`config.mk`:
```
export PLATFORM = sky130hd
export DESIGN_NAME = dpll_mode_ctrl
export DESIGN_NICKNAME = d
export VERILOG_FILES = /design/src/rtl/dpll_mode_pkg.sv /design/src/rtl/dpll_lowest_pick.sv /design/src/rtl/dpll_ref_mask.sv /design/src/rtl/dpll_mode_next.sv /design/src/rtl/dpll_mode_ctrl.sv
export SDC_FILE = /design/constraint.sdc
export NUM_CORES = 1
export LEC_CHECK = 0
export BUFFER_PORTS_ARGS = -buffer_cell sky130_fd_sc_hd__buf_4
export CAP_MARGIN = 20
export CELL_PAD_IN_SITES_DETAIL_PLACEMENT = 1
export CELL_PAD_IN_SITES_GLOBAL_PLACEMENT = 1
export CORE_AREA = 2 2 50 52
export CTS_CLUSTER_SIZE = 24
export DETAILED_ROUTE_END_ITERATION = 6
export DIE_AREA = 0 0 52 54
export PLACE_DENSITY_LB_ADDON = 0.1
export SYNTH_ARGS = -nofsm -noshare
export SYNTH_HDL_FRONTEND = slang
export SYNTH_HIERARCHICAL = 1
export SYNTH_SLANG_ARGS = --single-unit
```
`constraint.sdc`:
```
create_clock -name clk -period 6.5 [get_ports clk]
set_clock_uncertainty 0.2 [all_clocks]
set_input_delay 0.325 -clock clk [delete_from_list [all_inputs] [get_ports clk]]
set_output_delay 0.325 -clock clk [all_outputs]
set_load 0.01 [all_outputs]
```
`src/rtl/dpll_mode_pkg.sv`:
```
package dpll_mode_pkg;
  typedef enum logic [1:0] {
    MODE_FREE = 2'd0,
    MODE_ACQ  = 2'd1,
    MODE_NORM = 2'd2,
    MODE_HOLD = 2'd3
  } dpll_mode_e;
endpackage

```
`src/rtl/dpll_lowest_pick.sv`:
```
module dpll_lowest_pick #(
  parameter int N  = 8,
  parameter int IW = 3
) (
  input  logic [N-1:0]  req,
  output logic          found,
  output logic [IW-1:0] idx
);
  always_comb begin
    found = |req;
    idx   = '0;
    for (int i = N - 1; i >= 0; i--) begin
      if (req[i]) idx = IW'(i);
    end
  end
endmodule

```
`src/rtl/dpll_ref_mask.sv`:
```
module dpll_ref_mask #(
  parameter int N  = 8,
  parameter int IW = 3
) (
  input  logic [N-1:0]  ok,
  input  logic [IW-1:0] sel,
  output logic [N-1:0]  others,
  output logic          sel_ok
);
  for (genvar g = 0; g < N; g++) begin : g_mask
    assign others[g] = ok[g] & (sel != IW'(g));
  end
  assign sel_ok = |(ok & ~others);
endmodule

```
`src/rtl/dpll_mode_next.sv`:
```
module dpll_mode_next
  import dpll_mode_pkg::*;
#(
  parameter int IW = 3
) (
  input  dpll_mode_e    cur_mode,
  input  logic [IW-1:0] cur_sel,
  input  logic          ever_locked,
  input  logic          sel_ok,
  input  logic          any_ok,
  input  logic [IW-1:0] low_ok,
  input  logic          any_oth,
  input  logic [IW-1:0] low_oth,
  input  logic          lock_ind,
  input  logic          man_en,
  input  logic [1:0]    man_mode,
  output dpll_mode_e    nxt_mode,
  output logic [IW-1:0] nxt_sel,
  output logic          nxt_sw
);
  always_comb begin
    nxt_mode = cur_mode;
    nxt_sel  = cur_sel;
    nxt_sw   = 1'b0;
    if (man_en) begin
      if (dpll_mode_e'(man_mode) == MODE_ACQ) begin
        if (cur_mode != MODE_ACQ && any_ok) begin
          nxt_mode = MODE_ACQ;
          nxt_sel  = low_ok;
          nxt_sw   = 1'b1;
        end
      end else begin
        nxt_mode = dpll_mode_e'(man_mode);
      end
    end else begin
      unique case (cur_mode)
        MODE_FREE, MODE_HOLD: begin
          if (any_ok) begin
            nxt_mode = MODE_ACQ;
            nxt_sel  = low_ok;
            nxt_sw   = 1'b1;
          end
        end
        MODE_ACQ: begin
          if (!sel_ok) begin
            if (any_oth) begin
              nxt_sel = low_oth;
              nxt_sw  = 1'b1;
            end else begin
              nxt_mode = ever_locked ? MODE_HOLD : MODE_FREE;
            end
          end else if (lock_ind) begin
            nxt_mode = MODE_NORM;
          end
        end
        MODE_NORM: begin
          if (!sel_ok) begin
            if (any_oth) begin
              nxt_mode = MODE_ACQ;
              nxt_sel  = low_oth;
              nxt_sw   = 1'b1;
            end else begin
              nxt_mode = MODE_HOLD;
            end
          end
        end
        default: nxt_mode = MODE_FREE;
      endcase
    end
  end
endmodule

```
`src/rtl/dpll_mode_ctrl.sv`:
```
module dpll_mode_ctrl
  import dpll_mode_pkg::*;
#(
  parameter int NUM_REFS = 8,
  localparam int IW = (NUM_REFS > 1) ? $clog2(NUM_REFS) : 1
) (
  input  logic                clk,
  input  logic                rst_n,
  input  logic [NUM_REFS-1:0] ref_ok,
  input  logic                lock_ind,
  input  logic                man_en,
  input  logic [1:0]          man_mode,
  output logic [1:0]          mode,
  output logic                locked,
  output logic                holdover,
  output logic                sw_req,
  output logic [IW-1:0]       ref_sel
);
  dpll_mode_e    mode_q, mode_d;
  logic [IW-1:0] sel_q, sel_d;
  logic          sw_q, sw_d;
  logic          had_q;

  logic [NUM_REFS-1:0] oth_ok;
  logic                sel_ok, any_ok, any_oth;
  logic [IW-1:0]       low_ok, low_oth;

  dpll_ref_mask #(.N(NUM_REFS), .IW(IW)) u_mask (
    .ok(ref_ok), .sel(sel_q), .others(oth_ok), .sel_ok(sel_ok)
  );

  dpll_lowest_pick #(.N(NUM_REFS), .IW(IW)) u_pick_all (
    .req(ref_ok), .found(any_ok), .idx(low_ok)
  );

  dpll_lowest_pick #(.N(NUM_REFS), .IW(IW)) u_pick_oth (
    .req(oth_ok), .found(any_oth), .idx(low_oth)
  );

  dpll_mode_next #(.IW(IW)) u_next (
    .cur_mode(mode_q), .cur_sel(sel_q), .ever_locked(had_q),
    .sel_ok(sel_ok), .any_ok(any_ok), .low_ok(low_ok),
    .any_oth(any_oth), .low_oth(low_oth), .lock_ind(lock_ind),
    .man_en(man_en), .man_mode(man_mode),
    .nxt_mode(mode_d), .nxt_sel(sel_d), .nxt_sw(sw_d)
  );

  always_ff @(posedge clk) begin
    if (!rst_n) begin
      mode_q <= MODE_FREE;
      sel_q  <= '0;
      sw_q   <= 1'b0;
      had_q  <= 1'b0;
    end else begin
      mode_q <= mode_d;
      sel_q  <= sel_d;
      sw_q   <= sw_d;
      if (mode_d == MODE_NORM) had_q <= 1'b1;
    end
  end

  assign mode     = mode_q;
  assign locked   = (mode_q == MODE_NORM);
  assign holdover = (mode_q == MODE_HOLD);
  assign sw_req   = sw_q;
  assign ref_sel  = sel_q;
endmodule

```
# After elaboration in Yosys (flattened, before gate mapping)
# Cells that the tools add are included.
# Widths: inputs -> output; s select.
classes:
  eq_ne: 18
  n_mux: 41
  n_bitwise: 10
  reduce_logical: 9
ops:
  columns: ["cell", "count"]
  rows:
  - ["$mux 3", 22]
  - ["$reduce_or 8->1", 3]
  - ["$mux 2", 10]
  - ["$ne 3x3->1 const B", 5]
  - ["$ne 3x2->1 const B", 3]
  - ["$and 1x1->1", 8]
  - ["$and 8x8->8", 1]
  - ["$not 8->8", 1]
  - ["$eq 2x2->1 const B", 3]
  - ["$mux 1", 6]
  - ["$ne 2x1->1 const B", 3]
  - ["$ne 3x1->1 const B", 2]
  - ["$pmux 2 s3", 1]
  - ["$pmux 3 s2", 1]
  - ["$reduce_and 5->1", 1]
  - ["$eq 2x1->1 const B", 2]
  - ["$reduce_or 2->1", 2]
  - ["$reduce_bool 3->1", 1]
  - ["$logic_not 2->1", 1]
  - ["$pmux 1 s2", 1]
  - ["$logic_and 1x1->1", 1]
totals:
  register_bits: 7
  output_inout_bits: 8
  wordCells: 82

# Logic depth before layout (Yosys ltp)
logic_depth:
  depth_word: 14
  ltp_mapped: 10
  depth_no_buf: 10

# Hierarchy
# Netlist, hierarchy kept.
by_module_without_submodules:
  columns: ["mod", "instances", "cells_per_inst", "area_each_um2"]
  rows:
  - ["dpll_mode_next", 1, 46, 324.1]
  - ["dpll_mode_ctrl", 1, 17, 205.2]
  - ["dpll_lowest_pick", 2, 13, 81.3]
  - ["dpll_ref_mask", 1, 18, 162.7]

# Worst setup path before layout
# OpenSTA, ideal clock, no wires.
synth_timing:
  path_kind: "register -> register"
  start: "register sel_q[2], in the netlist ref_sel[2]"
  end: "register had_q"
  t_arrival_ns: 2.322
  path_slack_ns: 3.864
  stages_incl_launch_ff: 11
  n_path_buf: 0
  synth_period_minus_slack_ns: 2.636
  path_cell_list: "dfxtp_1 > inv_1 > o31a_2 > nor4_2 > nand3_1 > mux2_2 > o221ai_1 > a21o_1 > a31oi_1 > nor2b_1 > o21a_1"
synth_via:
  word_cells_on_any_way: 27
  classes_between: "eq/ne: 8; mux: 6; bitwise: 10; reduce/logical: 3"
synth_rtl:
  columns: ["item", "line_no", "text"]
  rows:
  - ["from (decl)", "dpll_mode_ctrl.sv:20", "logic [IW-1:0] sel_q, sel_d;"]
  - ["from (signal assigned)", "dpll_mode_ctrl.sv:56", "sel_q <= sel_d;"]
  - ["$ne 3x3->1 *", "dpll_ref_mask.sv:11", "assign others[g] = ok[g] & (sel != IW'(g));"]
  - ["$and 1x1->1 *", "dpll_ref_mask.sv:11", null]
  - ["via oth_ok[4]", "dpll_mode_ctrl.sv:24", "logic [NUM_REFS-1:0] oth_ok;"]
  - ["$reduce_or 8->1 *", "dpll_lowest_pick.sv:10", "found = |req;"]
  - ["via any_oth", "dpll_mode_ctrl.sv:25", "logic sel_ok, any_ok, any_oth;"]
  - ["$mux 2, on equally long branches", "dpll_mode_next.sv:58, dpll_mode_next.sv:46", null]
  - ["$mux 2, on equally long branches", "dpll_mode_next.sv:57, dpll_mode_next.sv:45", null]
  - ["$pmux 2 s3 *", "dpll_mode_next.sv:36", "unique case (cur_mode)"]
  - ["$mux 2 *", "dpll_mode_next.sv:25", "if (man_en) begin"]
  - ["via mode_d[1]", "dpll_mode_ctrl.sv:19", "dpll_mode_e mode_q, mode_d;"]
  - ["$eq 2x2->1 *", "dpll_mode_ctrl.sv:58", "if (mode_d == MODE_NORM) had_q <= 1'b1;"]
  - ["to (signal assigned)", "dpll_mode_ctrl.sv:53", "had_q <= 1'b0;"]
  - ["to (signal assigned)", "dpll_mode_ctrl.sv:58", null]
  - ["to (decl)", "dpll_mode_ctrl.sv:22", "logic had_q;"]
# The timed path passes the listed nets; every way through them passes the cells marked *.
# A chain may end at the register's enable or synchronous reset.

# Worst setup path in the final report
layout_timing:
  start: "register sel_q[1], in the netlist ref_sel[1]"
  end: "register had_q"
# Same word-level chain as after synthesis.

==> metrics.md <==
| Metric | Value |
|---|---|
| Core Region | 0.00232 mm^2 |
| Period utilization | 44.6% |
| Crit path setup slack, layout | roughly 3600 ps |
| Share of cells above drive strength 1 | 29.0% |
| Flop2flop setup slack | 3600 ps |
| Post-synth EDFFs | 0 |
| Post-CTS sizing | 0 |
| Crit path arrival time | 2840 ps |
| Die ar. | between 0.002 and 0.003 mm^2 |
| Final Cell Area | between 0.001 and 0.0015 mm^2 |
| Crit-path slowest cell | dfxtp_1 |
| I/O pin total | 22 |
| Area post-placement | just over 0.001 mm^2 |
| WP data required | 6440 ps |
| Final TNS setup | 0 ps |
| Worst-case vdd ir drop | 0.122 mV |
| Initial antenna violation count | 0 |
| N_diodes | 0 |
| Clock Tree Buf Depth | 2 |
| Power Total | around 0.17 mW |
| Initial DRC Count | 4 |
| Endpoints failing hold | 0 |
| GRT Util Overall | 19.5% |
| Critical Path End Type | flop |
| Simple-gate share of the synthesized area | 28.7% |
| RSZ-0062 raised after global routing | false |
| Post-synth ARST share | 0% |
| Mapped Area | 855 um^2 |
| Area growth from synthesis to layout | 24.6% |
| Total number of vias | 916 |
| Routed WL | 2540 um |
| Fin crit period | 2900 ps |
| Initial Util | 36.8% |
| Flop and latch count out of synthesis | 7 |
| Crit path kind | reg -> reg |
| Gr ovfl total | 0 |
| Crit path cell chain | inv_1 -> o31a_2 -> nor4_2 -> nand3_1 -> mux2_2 -> o221ai_1 -> a21o_1 -> a31oi_1 -> nor2b_1 -> o21a_1 |
| Cell family with most CP delay | compound AO/OA/AOI/OAI gates |
| Clock root buffer master | clkbuf_4 |
| Synth Area in Adders | 2.93% |
| Crit path max fanout | 10 |
| Place WS | 3640 ps |
| Status | finished clean |
| Class of the worst hold path | in -> reg |
| Largest family of logic cells by synthesized area | compound AO/OA/AOI/OAI gates |
| Clk slew on worst S/H paths | 50 ps |
| Placer Congestion | 0.812 |
| Fmax | 345 MHz |
| Vias per inst | 5.69 |
| IO Port Bufs | 21 |
| Post-CTS Hold Buffers | 0 |
| Worst slew margin | between 50% and 60% |
| Detail Placement HPWL | 2020 um |
| Ys Warns | 6 |
| Die H | 54 um |
| Type of origin of the critical path | flop |
| Post-DRT Antenna Nets | 0 |
| Sink Count | 7 |
| Vias in the first global route | roughly 900 |
| Global-route wire length before repair | 4110 um |
| Fillcell total | 301 |
| Synthesized area per cell | approximately 8 um^2 |
| DP Cell Count | 157 |
| Htree depth | 1 |
| Drt drc | 0 |
| Final cell count without fillers | about 160 |
| Setup bufs post-CTS | 0 |
| Worst skew pair latency | 250 ps |
| DR WL/cell | 15.8 um |
| CTS tree | done |
| Compound-cell area share of the yosys netlist | 33.1% |
| Post-Syn Nets | 123 |
| Register area share after synthesis | 16.4% |
| Largest net degree at the start of global routing | 14 |
| Die X-Extent | around 52 um |
| Row cnt | 18 |
| Yosys cell types | 33 |
| Leakage power | 0.448 nW |
| WP buf/inv | 1 |
| Measured slew at the worst slew-check pin | approximately 660 ps |
| First-pass DRT Iterations | 4 |
| Layout net count | 148 |
| Critical path's largest stage delay | approximately 540 ps |
| Final setup violation count | 0 |
| CTS Buf Count | 3 |
| Multiplexer share of the synthesized area | 12.3% |
| Ys flop type | dfxtp_1 |
| PwrDens | 160 mW/mm^2 |
| Mapped Cells | 107 |
| Max-cap viol count | 0 |
| Final-report max-slew violation count | 0 |
| Xor/xnor cell area share of the yosys netlist | 0% |
## state kept, by name, indices dropped and copies added (netlist names)
register,cells
sw_req,1
had_q,1
mode,2
ref_sel,3
## cell type report
class                   count  area (um^2)  share of cell area [%]
multi-input cells          87          658                    61.8
inverters                  12         45.0                    4.23
well taps                  30         37.5                    3.53
clock buffers               4         26.3                    2.47
flip-flops and latches      7          140                    13.2
repair buffers             21          158                    14.8
## per-stage QoR
stage	hold WS [ps]	utilization [%]
2_1_floorplan	243	-
3_3_place_gp	314	44.8
3_5_place_dp	346	44.8
4_1_cts	125	45.9
5_1_grt	125	45.9
6_report	125	45.9
## path summary, 6_finish.rpt
kind | start | end | cells past startpoint
max | ref_sel[1] | had_q | 10
max reg2reg | ref_sel[1] | had_q | 10
min | rst_n | ref_sel[1] | 2
min reg2reg | had_q | had_q | 1
## power breakdown
group / total [mW] / switching (mW) / internal (mW)
clock network: 0.0398 / 0.0164 / 0.0234
logic: 0.0752 / 0.0384 / 0.0367
registers: 0.0555 / 0.00831 / 0.0472
total: 0.170 / 0.0631 / 0.107
## cell usage after synthesis (2+ instances only)
| cell | number | area, um^2 |
|---|---|---|
| a21boi_0 | 2 | 15.0 |
| a21oi_1 | 11 | 55.1 |
| a221o_1 | 3 | 30.0 |
| a31oi_1 | 5 | 31.3 |
| and2_1 | 7 | 43.8 |
| and2_2 | 2 | 15.0 |
| and3b_1 | 2 | 17.5 |
| dfxtp_1 | 7 | 140 |
| ha_1 | 2 | 25.0 |
| inv_1 | 12 | 45.0 |
| mux2_2 | 2 | 22.5 |
| mux2i_1 | 3 | 30.0 |
| mux4_1 | 2 | 52.6 |
| nand3_1 | 3 | 15.0 |
| nor2_1 | 11 | 41.3 |
| nor2b_1 | 4 | 25.0 |
| nor4_2 | 2 | 25.0 |
| o21ai_0 | 6 | 30.0 |
| o21bai_1 | 2 | 15.0 |
| o31a_2 | 5 | 50.1 |
| o41ai_1 | 2 | 17.5 |
## layout by cell type, fill, tap and decap left out, types with 2 or more instances in the layout
| cell type | instances |
|---|---|
| buf_4 | 21 |
| o31a_2 | 5 |
| nor2b_1 | 4 |
| a21oi_1 | 11 |
| nor2_1 | 11 |
| o21bai_1 | 2 |
| dfxtp_1 | 7 |
| clkbuf_4 | 3 |
| inv_1 | 12 |
| a221o_1 | 3 |
| and3b_1 | 2 |
| nand3_1 | 3 |
| and2_2 | 2 |
| o21ai_0 | 6 |
| mux2_2 | 2 |
| ha_1 | 2 |
| and2_1 | 7 |
| a31oi_1 | 5 |
| mux2i_1 | 3 |
| mux4_1 | 2 |
| a21boi_0 | 2 |
| nor4_2 | 2 |
| o41ai_1 | 2 |
## worst register-to-register path: stages, from the launching register on
cell      delay [ps]
dfxtp_1          540
inv_1            160
o31a_2           380
nor4_2           300
nand3_1          210
mux2_2           310
o221ai_1         170
a21o_1           140
a31oi_1           90
nor2b_1          140
o21a_1           170
## kinds of logic (layout without fill, tap and decap cells)
family | Yosys count | in the layout
flip-flops | 7 | 7
buffers and inverters | 13 | 37
AO/OA/AOI/OAI | 41 | 41
multiplexers | 7 | 7
AND/OR/NAND/NOR | 37 | 37
adder cells (fa/ha/maj) | 2 | 2
## layer usage
metal  share of wire, %  global-route usage (%)  vias to the layer above
li1                   -                       -                      454
met1                 43                    22.9                      444
met2                 54                    36.7                       18
met3                3.7                    4.44                        0
met4                  0                    2.63                        0
met5                  0                       0                        -
(Power assumes the default switching activity.)
